**src/rtl/fsts_pkg.sv**
```systemverilog
package fsts_pkg;

    localparam int BYTE_W     = 8;
    localparam int POLL_BIT   = 7;
    localparam int RUN_TOG    = 6;
    localparam int LIMIT_BIT  = 5;
    localparam int WINDOW_BIT = 3;
    localparam int SUSP_TOG   = 2;

    typedef enum logic [1:0] {
        SRC_ARRAY = 2'd0,
        SRC_PROG  = 2'd1,
        SRC_ERASE = 2'd2,
        SRC_SUSP  = 2'd3
    } src_e;

    typedef struct packed {
        logic prog;
        logic erase;
        logic busy;
        logic tmo;
        logic susp;
        logic in_susp;
        logic begun;
    } ctl_t;

    typedef struct packed {
        logic run;
        logic susp;
    } tog_t;

    function automatic logic engine_on(ctl_t c);
        return c.busy && (c.prog || (c.erase && !c.susp));
    endfunction

    function automatic src_e pick_src(ctl_t c);
        if (engine_on(c) && c.prog)
            return SRC_PROG;
        else if (engine_on(c))
            return SRC_ERASE;
        else if (c.susp && c.in_susp)
            return SRC_SUSP;
        else
            return SRC_ARRAY;
    endfunction

endpackage

```
**src/rtl/fsts_read_detect.sv**
```systemverilog
module fsts_read_detect (
    input  logic clk,
    input  logic rst,
    input  logic ce_n,
    input  logic oe_n,
    output logic rd_start
);
    logic rd_now;
    logic rd_prev;

    assign rd_now   = !ce_n && !oe_n;
    assign rd_start = rd_now && !rd_prev;

    always_ff @(posedge clk) begin
        if (rst) rd_prev <= 1'b0;
        else     rd_prev <= rd_now;
    end

    // a read start is a single-cycle event
    assert_single_start_R11: assert property (@(posedge clk) disable iff (rst)
        rd_start |=> !rd_start);

endmodule

```
**src/rtl/fsts_toggle_pair.sv**
```systemverilog
module fsts_toggle_pair
    import fsts_pkg::*;
(
    input  logic clk,
    input  logic rst,
    input  logic rd_start,
    input  logic adv_run,
    input  logic adv_susp,
    output tog_t tog
);
    always_ff @(posedge clk) begin
        if (rst) begin
            tog <= '0;
        end else if (rd_start) begin
            if (adv_run)  tog.run  <= !tog.run;
            if (adv_susp) tog.susp <= !tog.susp;
        end
    end

    assert_run_flip_R3: assert property (@(posedge clk) disable iff (rst)
        (rd_start && adv_run) |=> (tog.run != $past(tog.run)));

    assert_run_hold_R4: assert property (@(posedge clk) disable iff (rst)
        !(rd_start && adv_run) |=> $stable(tog.run));

    assert_susp_hold_R5: assert property (@(posedge clk) disable iff (rst)
        !(rd_start && adv_susp) |=> $stable(tog.susp));

endmodule

```
**src/rtl/fsts_compose.sv**
```systemverilog
module fsts_compose
    import fsts_pkg::*;
#(
    parameter int DW = BYTE_W
) (
    input  src_e          src,
    input  ctl_t          ctl,
    input  tog_t          tog,
    input  logic [DW-1:0] wr_data,
    input  logic [DW-1:0] array_data,
    output logic [DW-1:0] word
);
    always_comb begin
        word = '0;
        unique case (src)
            SRC_PROG: begin
                word[POLL_BIT]  = !wr_data[POLL_BIT];
                word[RUN_TOG]   = tog.run;
                word[LIMIT_BIT] = ctl.tmo;
                word[SUSP_TOG]  = tog.susp;
            end
            SRC_ERASE: begin
                word[RUN_TOG]    = tog.run;
                word[LIMIT_BIT]  = ctl.tmo;
                word[WINDOW_BIT] = ctl.begun;
                word[SUSP_TOG]   = tog.susp;
            end
            SRC_SUSP: begin
                word[POLL_BIT] = 1'b1;
                word[RUN_TOG]  = tog.run;
                word[SUSP_TOG] = tog.susp;
            end
            default: word = array_data;
        endcase
    end

endmodule

```
**src/rtl/flash_wstat_gen.sv**
```systemverilog
module flash_wstat_gen
    import fsts_pkg::*;
#(
    parameter int DATA_W = BYTE_W
) (
    input  logic              clk,
    input  logic              rst,
    input  logic              op_prog_i,
    input  logic              op_erase_i,
    input  logic              alg_busy_i,
    input  logic              time_out_i,
    input  logic              erase_susp_i,
    input  logic              susp_sector_i,
    input  logic              erase_begun_i,
    input  logic [DATA_W-1:0] wr_data_i,
    input  logic [DATA_W-1:0] array_data_i,
    input  logic              ce_n_i,
    input  logic              oe_n_i,
    output logic [DATA_W-1:0] status_o,
    output logic              busy_n_o
);
    ctl_t              ctl;
    src_e              src;
    tog_t              tog;
    logic              rd_start;
    logic [DATA_W-1:0] word;

    assign ctl = '{prog: op_prog_i, erase: op_erase_i, busy: alg_busy_i,
                   tmo: time_out_i, susp: erase_susp_i,
                   in_susp: susp_sector_i, begun: erase_begun_i};
    assign src = pick_src(ctl);

    fsts_read_detect u_detect (
        .clk      (clk),
        .rst      (rst),
        .ce_n     (ce_n_i),
        .oe_n     (oe_n_i),
        .rd_start (rd_start)
    );

    fsts_toggle_pair u_toggle (
        .clk      (clk),
        .rst      (rst),
        .rd_start (rd_start),
        .adv_run  (src == SRC_PROG || src == SRC_ERASE),
        .adv_susp (src == SRC_SUSP),
        .tog      (tog)
    );

    fsts_compose #(.DW(DATA_W)) u_compose (
        .src        (src),
        .ctl        (ctl),
        .tog        (tog),
        .wr_data    (wr_data_i),
        .array_data (array_data_i),
        .word       (word)
    );

    always_ff @(posedge clk) begin
        if (rst) begin
            status_o <= '0;
            busy_n_o <= 1'b1;
        end else begin
            if (rd_start) status_o <= word;
            busy_n_o <= !engine_on(ctl);
        end
    end

    assert_poll_inv_R2: assert property (@(posedge clk) disable iff (rst)
        (rd_start && alg_busy_i && op_prog_i) |=>
            (status_o[POLL_BIT] != $past(wr_data_i[POLL_BIT])));

    assert_erase_poll_R7: assert property (@(posedge clk) disable iff (rst)
        (rd_start && alg_busy_i && op_erase_i && !op_prog_i && !erase_susp_i) |=>
            !status_o[POLL_BIT]);

    assert_susp_read_R8: assert property (@(posedge clk) disable iff (rst)
        (rd_start && !alg_busy_i && erase_susp_i && susp_sector_i) |=>
            (status_o[POLL_BIT] && !status_o[LIMIT_BIT] && !status_o[WINDOW_BIT]));

    assert_busy_low_R10: assert property (@(posedge clk) disable iff (rst)
        (alg_busy_i && op_prog_i) |=> !busy_n_o);

    assert_busy_release_R10: assert property (@(posedge clk) disable iff (rst)
        !alg_busy_i |=> busy_n_o);

    assert_hold_R11: assert property (@(posedge clk) disable iff (rst)
        !rd_start |=> $stable(status_o));

endmodule

```
**config.mk**
```make
export PLATFORM = sky130hd
export DESIGN_NAME = flash_wstat_gen
export DESIGN_NICKNAME = d
export VERILOG_FILES = /design/src/rtl/fsts_pkg.sv /design/src/rtl/fsts_read_detect.sv /design/src/rtl/fsts_toggle_pair.sv /design/src/rtl/fsts_compose.sv /design/src/rtl/flash_wstat_gen.sv
export SDC_FILE = /design/constraint.sdc
export NUM_CORES = 1
export LEC_CHECK = 0
export ABC_AREA = 1
export CORE_AREA = 2 2 47 49
export CTS_CLUSTER_DIAMETER = 150
export DETAILED_ROUTE_END_ITERATION = 7
export DIE_AREA = 0 0 49 51
export PLACE_DENSITY = 0.72
export SYNTH_ARGS = -nofsm -noshare
export SYNTH_HDL_FRONTEND = slang
export SYNTH_SLANG_ARGS = --single-unit
```
**constraint.sdc**
```tcl
create_clock -name clk -period 1 [get_ports clk]
set_input_delay 0.15 -clock clk [delete_from_list [all_inputs] [get_ports clk]]
set_output_delay 0.15 -clock clk [all_outputs]
set_load 0.03 [all_outputs]
```
# Word level (Yosys, flattened, before mapping)
# Cells that the tools add are included.
[word_totals]
register_bits = 12
latchBits = 0
mem_bits_rw = 0
rom_bits = 0
input_bits = 27
output_inout_bits = 9
elab_cells = 39
n_memories = 0
[classes]
addsub = 0
multipliers = 0
n_div = 0
n_lt_le_gt_ge = 0
eq_ne = 3
shifts = 0
n_mux = 10
n_bitwise = 0
n_reduce_logical = 21
[ops]
columns = ["cell", "n"]
rows = [
  ["logical NOT 1 bit", 8],
  ["two-way mux 2 bit", 4],
  ["logical AND 1 bit", 6],
  ["equality test 2 bit, second input constant", 2],
  ["one-hot mux 1 bit (2 select lines)", 2],
  ["AND reduction 2 bit", 2],
  ["OR reduction 2 bit", 2],
  ["two-way mux 1 bit", 3],
  ["one-hot mux 1 bit (3 select lines)", 1],
  ["OR reduction 3 bit", 1],
  ["equality test 2 x 1 -> 1 bit, second input constant", 1],
  ["logical OR 1 bit", 2],
]

# Longest topological paths before layout
[depth]
word_depth = 9
depth_mapped = 7

# Cells and area by module
# From an unflattened synthesis, not the netlist that was laid out.
[hier_totals]
cells_unflattened = 95
area_unflattened_um2 = 645.6
[modules_own_cells]
columns = ["mod", "instances", "cells_each", "area_each_um2"]
rows = [
  ["flash_wstat_gen", 1, 47, 354.1],
  ["fsts_compose", 1, 31, 173.9],
  ["fsts_toggle_pair", 1, 11, 78.8],
  ["fsts_read_detect", 1, 6, 38.8],
]

# Worst setup path after synthesis
# OpenSTA, ideal clock, no wires.
[synth_timing]
path_type = "register to register"
startpoint = "register u_detect.rd_prev"
endpoint = "register status_o[3]"
t_arrival_ns = 0.774
slack_ns = 0.108
path_stages_with_launch = 7
path_buffers = 1
synth_period_minus_slack_ns = 0.892
cell_sequence = "dfxtp_1 inv_1 nand2_2 inv_4 buf_12 o21ai_1 a21oi_2"
[synth_between]
elab_chain_cells = 2
[synth_rtl]
columns = ["item", "line", "source"]
rows = [
  ["start, declared", "fsts_read_detect.sv:9", "logic rd_prev;"],
  ["start signal, assigned", "fsts_read_detect.sv:16", "else rd_prev <= rd_now;"],
  ["logical NOT 1 bit", "fsts_read_detect.sv:12", "assign rd_start = rd_now && !rd_prev;"],
  ["logical AND 1 bit", "fsts_read_detect.sv:12", ""],
  ["end signal, assigned", "flash_wstat_gen.sv:64", "if (rd_start) status_o <= word;"],
  ["end, declared", "flash_wstat_gen.sv:19", "output logic [DATA_W-1:0] status_o,"],
]
# Every way passes these cells.
# A chain may end at the register's enable or synchronous reset.

# Final worst setup path
[layout_timing]
startpoint = "input op_prog_i"
endpoint = "register status_o[7]"
[layout_between]
elab_chain_cells = 6
[layout_rtl]
columns = ["item", "line", "source"]
rows = [
  ["start, declared", "flash_wstat_gen.sv:8", "input logic op_prog_i,"],
  ["logical OR 1 bit", "fsts_pkg.sv:33", "return c.busy && (c.prog || (c.erase && !c.susp));"],
  ["logical AND 1 bit", "fsts_pkg.sv:33", ""],
  ["two-way mux 2 bit / logical AND 1 bit (equally long branches)", "fsts_pkg.sv:39, fsts_pkg.sv:37", ""],
  ["two-way mux 2 bit (*)", "fsts_pkg.sv:37", "if (engine_on(c) && c.prog)"],
  ["equality test 2 bit / equality test 2 x 1 -> 1 bit (equally long branches)", "fsts_compose.sv:15", "unique case (src)"],
  ["one-hot mux 1 bit (3 select lines) (*)", "fsts_compose.sv:15", ""],
]
# Every way passes the cells marked *; elsewhere a longest branch is shown, timed or not.

==> flow_summary.toml <==
[status]
status = "completed"

[grt]
grt_pass1_vias = 557
antenna_found_initial = 0
global_route.overflow_total = 0
grt_usage_pct = 12.6
grt_pass1_wl_mm = 2.37
grt_max_degree = 17

[synth]
synth_area_sq_um = 606
synth-seq-area-share_pct = 39.7
yosysMostFrequentCell = "nand2_1"
syn_nets = 107
yosys-top-cells-area = "dfxtp_1, nand2_1, nor2_1"
synth_edf_count = 0
ys_seq_elements = 12
synth_top_cell_by_area = "dfxtp_1"
synth_warnings = 0
synthArstFlopShare_pct = 0
yosysUniqueCellTypes = 19
synth_top_area_share_pct = 39.7
synthFlopType = "dfxtp_1"
syn_avg_cell_area_sq_um = 7.57
yosys-top-cells-count = "nand2_1, dfxtp_1, nor2_1, inv_1, nand3_1"
synthCells = 80

[drt]
drt_iter0_drc = 7
wl_per_cell_um = 11.2
routed_via_density = 4.41
firstDrtPassIters = 2
drc = 0
ant_nets = 0
wirelength_mm = 1.68
vias = 661

[cells_and_area]
fillers = 216
drive_gt1_share_pct = 38.5
areaGrowthSynthToFinish_pct = 73.1
final_util_pct = 50.8
n_antenna_cell = 0
fin_nets = 150
multiInputGateArea_sq_um = 335
final-seq-area_sq_um = 241
stdcell_area_sq_um = 1050

[hold_path]
hold_class = "in -> reg"

[cts]
cts_root_buffer = "clkbuf_4"
path_clk_slew_ns = 0.08
cts_tree = "yes"
htreeDepth = 1
cts_buffer_depth = 2
cts_made_buffers = 3
cts.sinks = 12
hold_buffers = 0
clkLatencyLatePin_ns = 0.28

[setup_path]
critPathMaxFanout = 7
critPathRequiredTime_ns = 1.19
worstPathCellList = "clkdlybuf4s50_1 -> nand2_4 -> nand2_1 -> o21ai_0 -> nor2_2 -> a21oi_2"
cpMaxStageDelayCell = "clkdlybuf4s50_1"
worst_path_largest_cell_delay_ns = 0.53
start_kind = "input pin"
path_buf_inv = 1
critPathKind = "in -> reg"
critPathTopFamily = "buffers and inverters"
cp-end-kind = "register"
arrival_ns = 1.17

[placed_design]
gp_congestion = 0.815
placed_cell_area_sq_um = 908
dpl.hpwl_mm = 1.13
portBuffers = 28

[timing]
finClkSkew_ns = 0.0112
tns_ns = 0
hold_viol = 0
setup_viol_count_final = 0
worst_slew_pin_slew_ns = 0.279
post-route-period-util_pct = 97.9
rsz0062_at_grt = "true"
drv_slew = 0
max_slew_margin_pct = 81.4
timing.fmax_ghz = 1.02
fin_crit_ns = 0.979

[floorplan]
rows = 17
chipWidth_um = 49
ios = 36
core_sq_um = 2060
die_area_sq_um = 2500
start_util_pct = 29.4
die_h_um = 51

[power_and_ir_drop]
ir_drop_mv = 0.565
power_density_nw_per_um2 = 1220
leakagePower_nw = 0.496

[job]
drv_cap = 0
-- metrics by stage --
| step | worst slack (ns) | hold WS [ns] | power (W) | cells |
|---|---|---|---|---|
| after CTS | 0.0102 | 0.415 | 0.00125 | 144 |
| final | 0.0215 | 0.0700 | 0.00128 | 150 |
| after global routing | -0.00380 | 0.0845 | 0.00135 | 150 |
| after global placement | -0.307 | 0.492 | 0.000840 | 139 |
| after detailed placement | -0.343 | 0.496 | 0.000844 | 139 |
| after floorplan | 0.108 | 0.221 | 0.000699 | 80 |
-- logic make-up after synthesis --
family | after synthesis | share of synthesized area [%]
AND/OR/NAND/NOR | 44 | 36.6
AO/OA/AOI/OAI | 13 | 13.8
flip-flops | 12 | 39.7
buffers and inverters | 11 | 9.92
-- flip-flops by register name, indices dropped and copies added (netlist names) --
signal	cells
busy_n_o	1
u_toggle.tog	2
u_detect.rd_prev	1
status_o	8
-- per-layer routing --
layer  share of wire, %  global-route usage [%]  vias to the layer above
met5                  0                       0                        -
met4                1.5                    5.71                        0
met3                5.8                    3.51                        3
met2                 50                    21.9                       20
met1                 43                    14.4                      297
li1                   -                       -                      341
-- cell type report --
class / count / area share [%]
sequential: 12 / 23.0
inverter: 10 / 4.06
timing repair buffer: 39 / 34.1
clock buffer: 4 / 3.46
tap: 28 / 3.34
multi-input combinational: 57 / 32.0
-- worst reg2reg max path: stages, from the launching register on --
cell     delay (ns)
dfxtp_2        0.32
inv_2          0.05
nand2_4        0.06
buf_4          0.14
buf_4          0.13
nor2_2         0.11
a21oi_2        0.05
-- placed cells by master (no fill, tap or decap), drive strengths merged --
| cell | netlist | layout |
|---|---|---|
| nor2 | 14 | 14 |
| inv | 10 | 9 |
| clkbuf | 0 | 4 |
| nand3 | 6 | 6 |
| dlymetal6s2s | 0 | 2 |
| nand2 | 20 | 20 |
| dfxtp | 12 | 12 |
| o21ai | 6 | 6 |
| nor3 | 1 | 1 |
| dlygate4sd2 | 0 | 2 |
| buf | 1 | 20 |
| nand4 | 3 | 3 |
| a21oi | 7 | 7 |
| clkdlybuf4s50 | 0 | 15 |
| clkinv | 0 | 1 |
-- power breakdown --
part / switching (W) / internal (W)
sequential: 0.0000158 / 0.000507
clock: 0.000176 / 0.000222
combinational: 0.000181 / 0.000177
total: 0.000373 / 0.000905
-- final timing paths --
kind | end | start | slack (ns) | depth (start not counted)
worst max-delay path | status_o[7]$_SDFFE_PP0N_ | op_prog_i | 0.02 | 6
worst min-delay path | u_detect.rd_prev$_SDFF_PP0_ | ce_n_i | 0.07 | 2
worst min register to register | u_toggle.tog[0]$_SDFFE_PP0P_ | u_toggle.tog[0]$_SDFFE_PP0P_ | 0.51 | 2
worst max register to register | status_o[7]$_SDFFE_PP0N_ | u_detect.rd_prev$_SDFF_PP0_ | 0.04 | 6
-- repair_timing --
action,CTS,global route
setup endpoints to repair,7,10
gates resized for setup,4,22
setup buffers,1,6
pin swaps,3,5
Power figures use the tool's default switching activity.
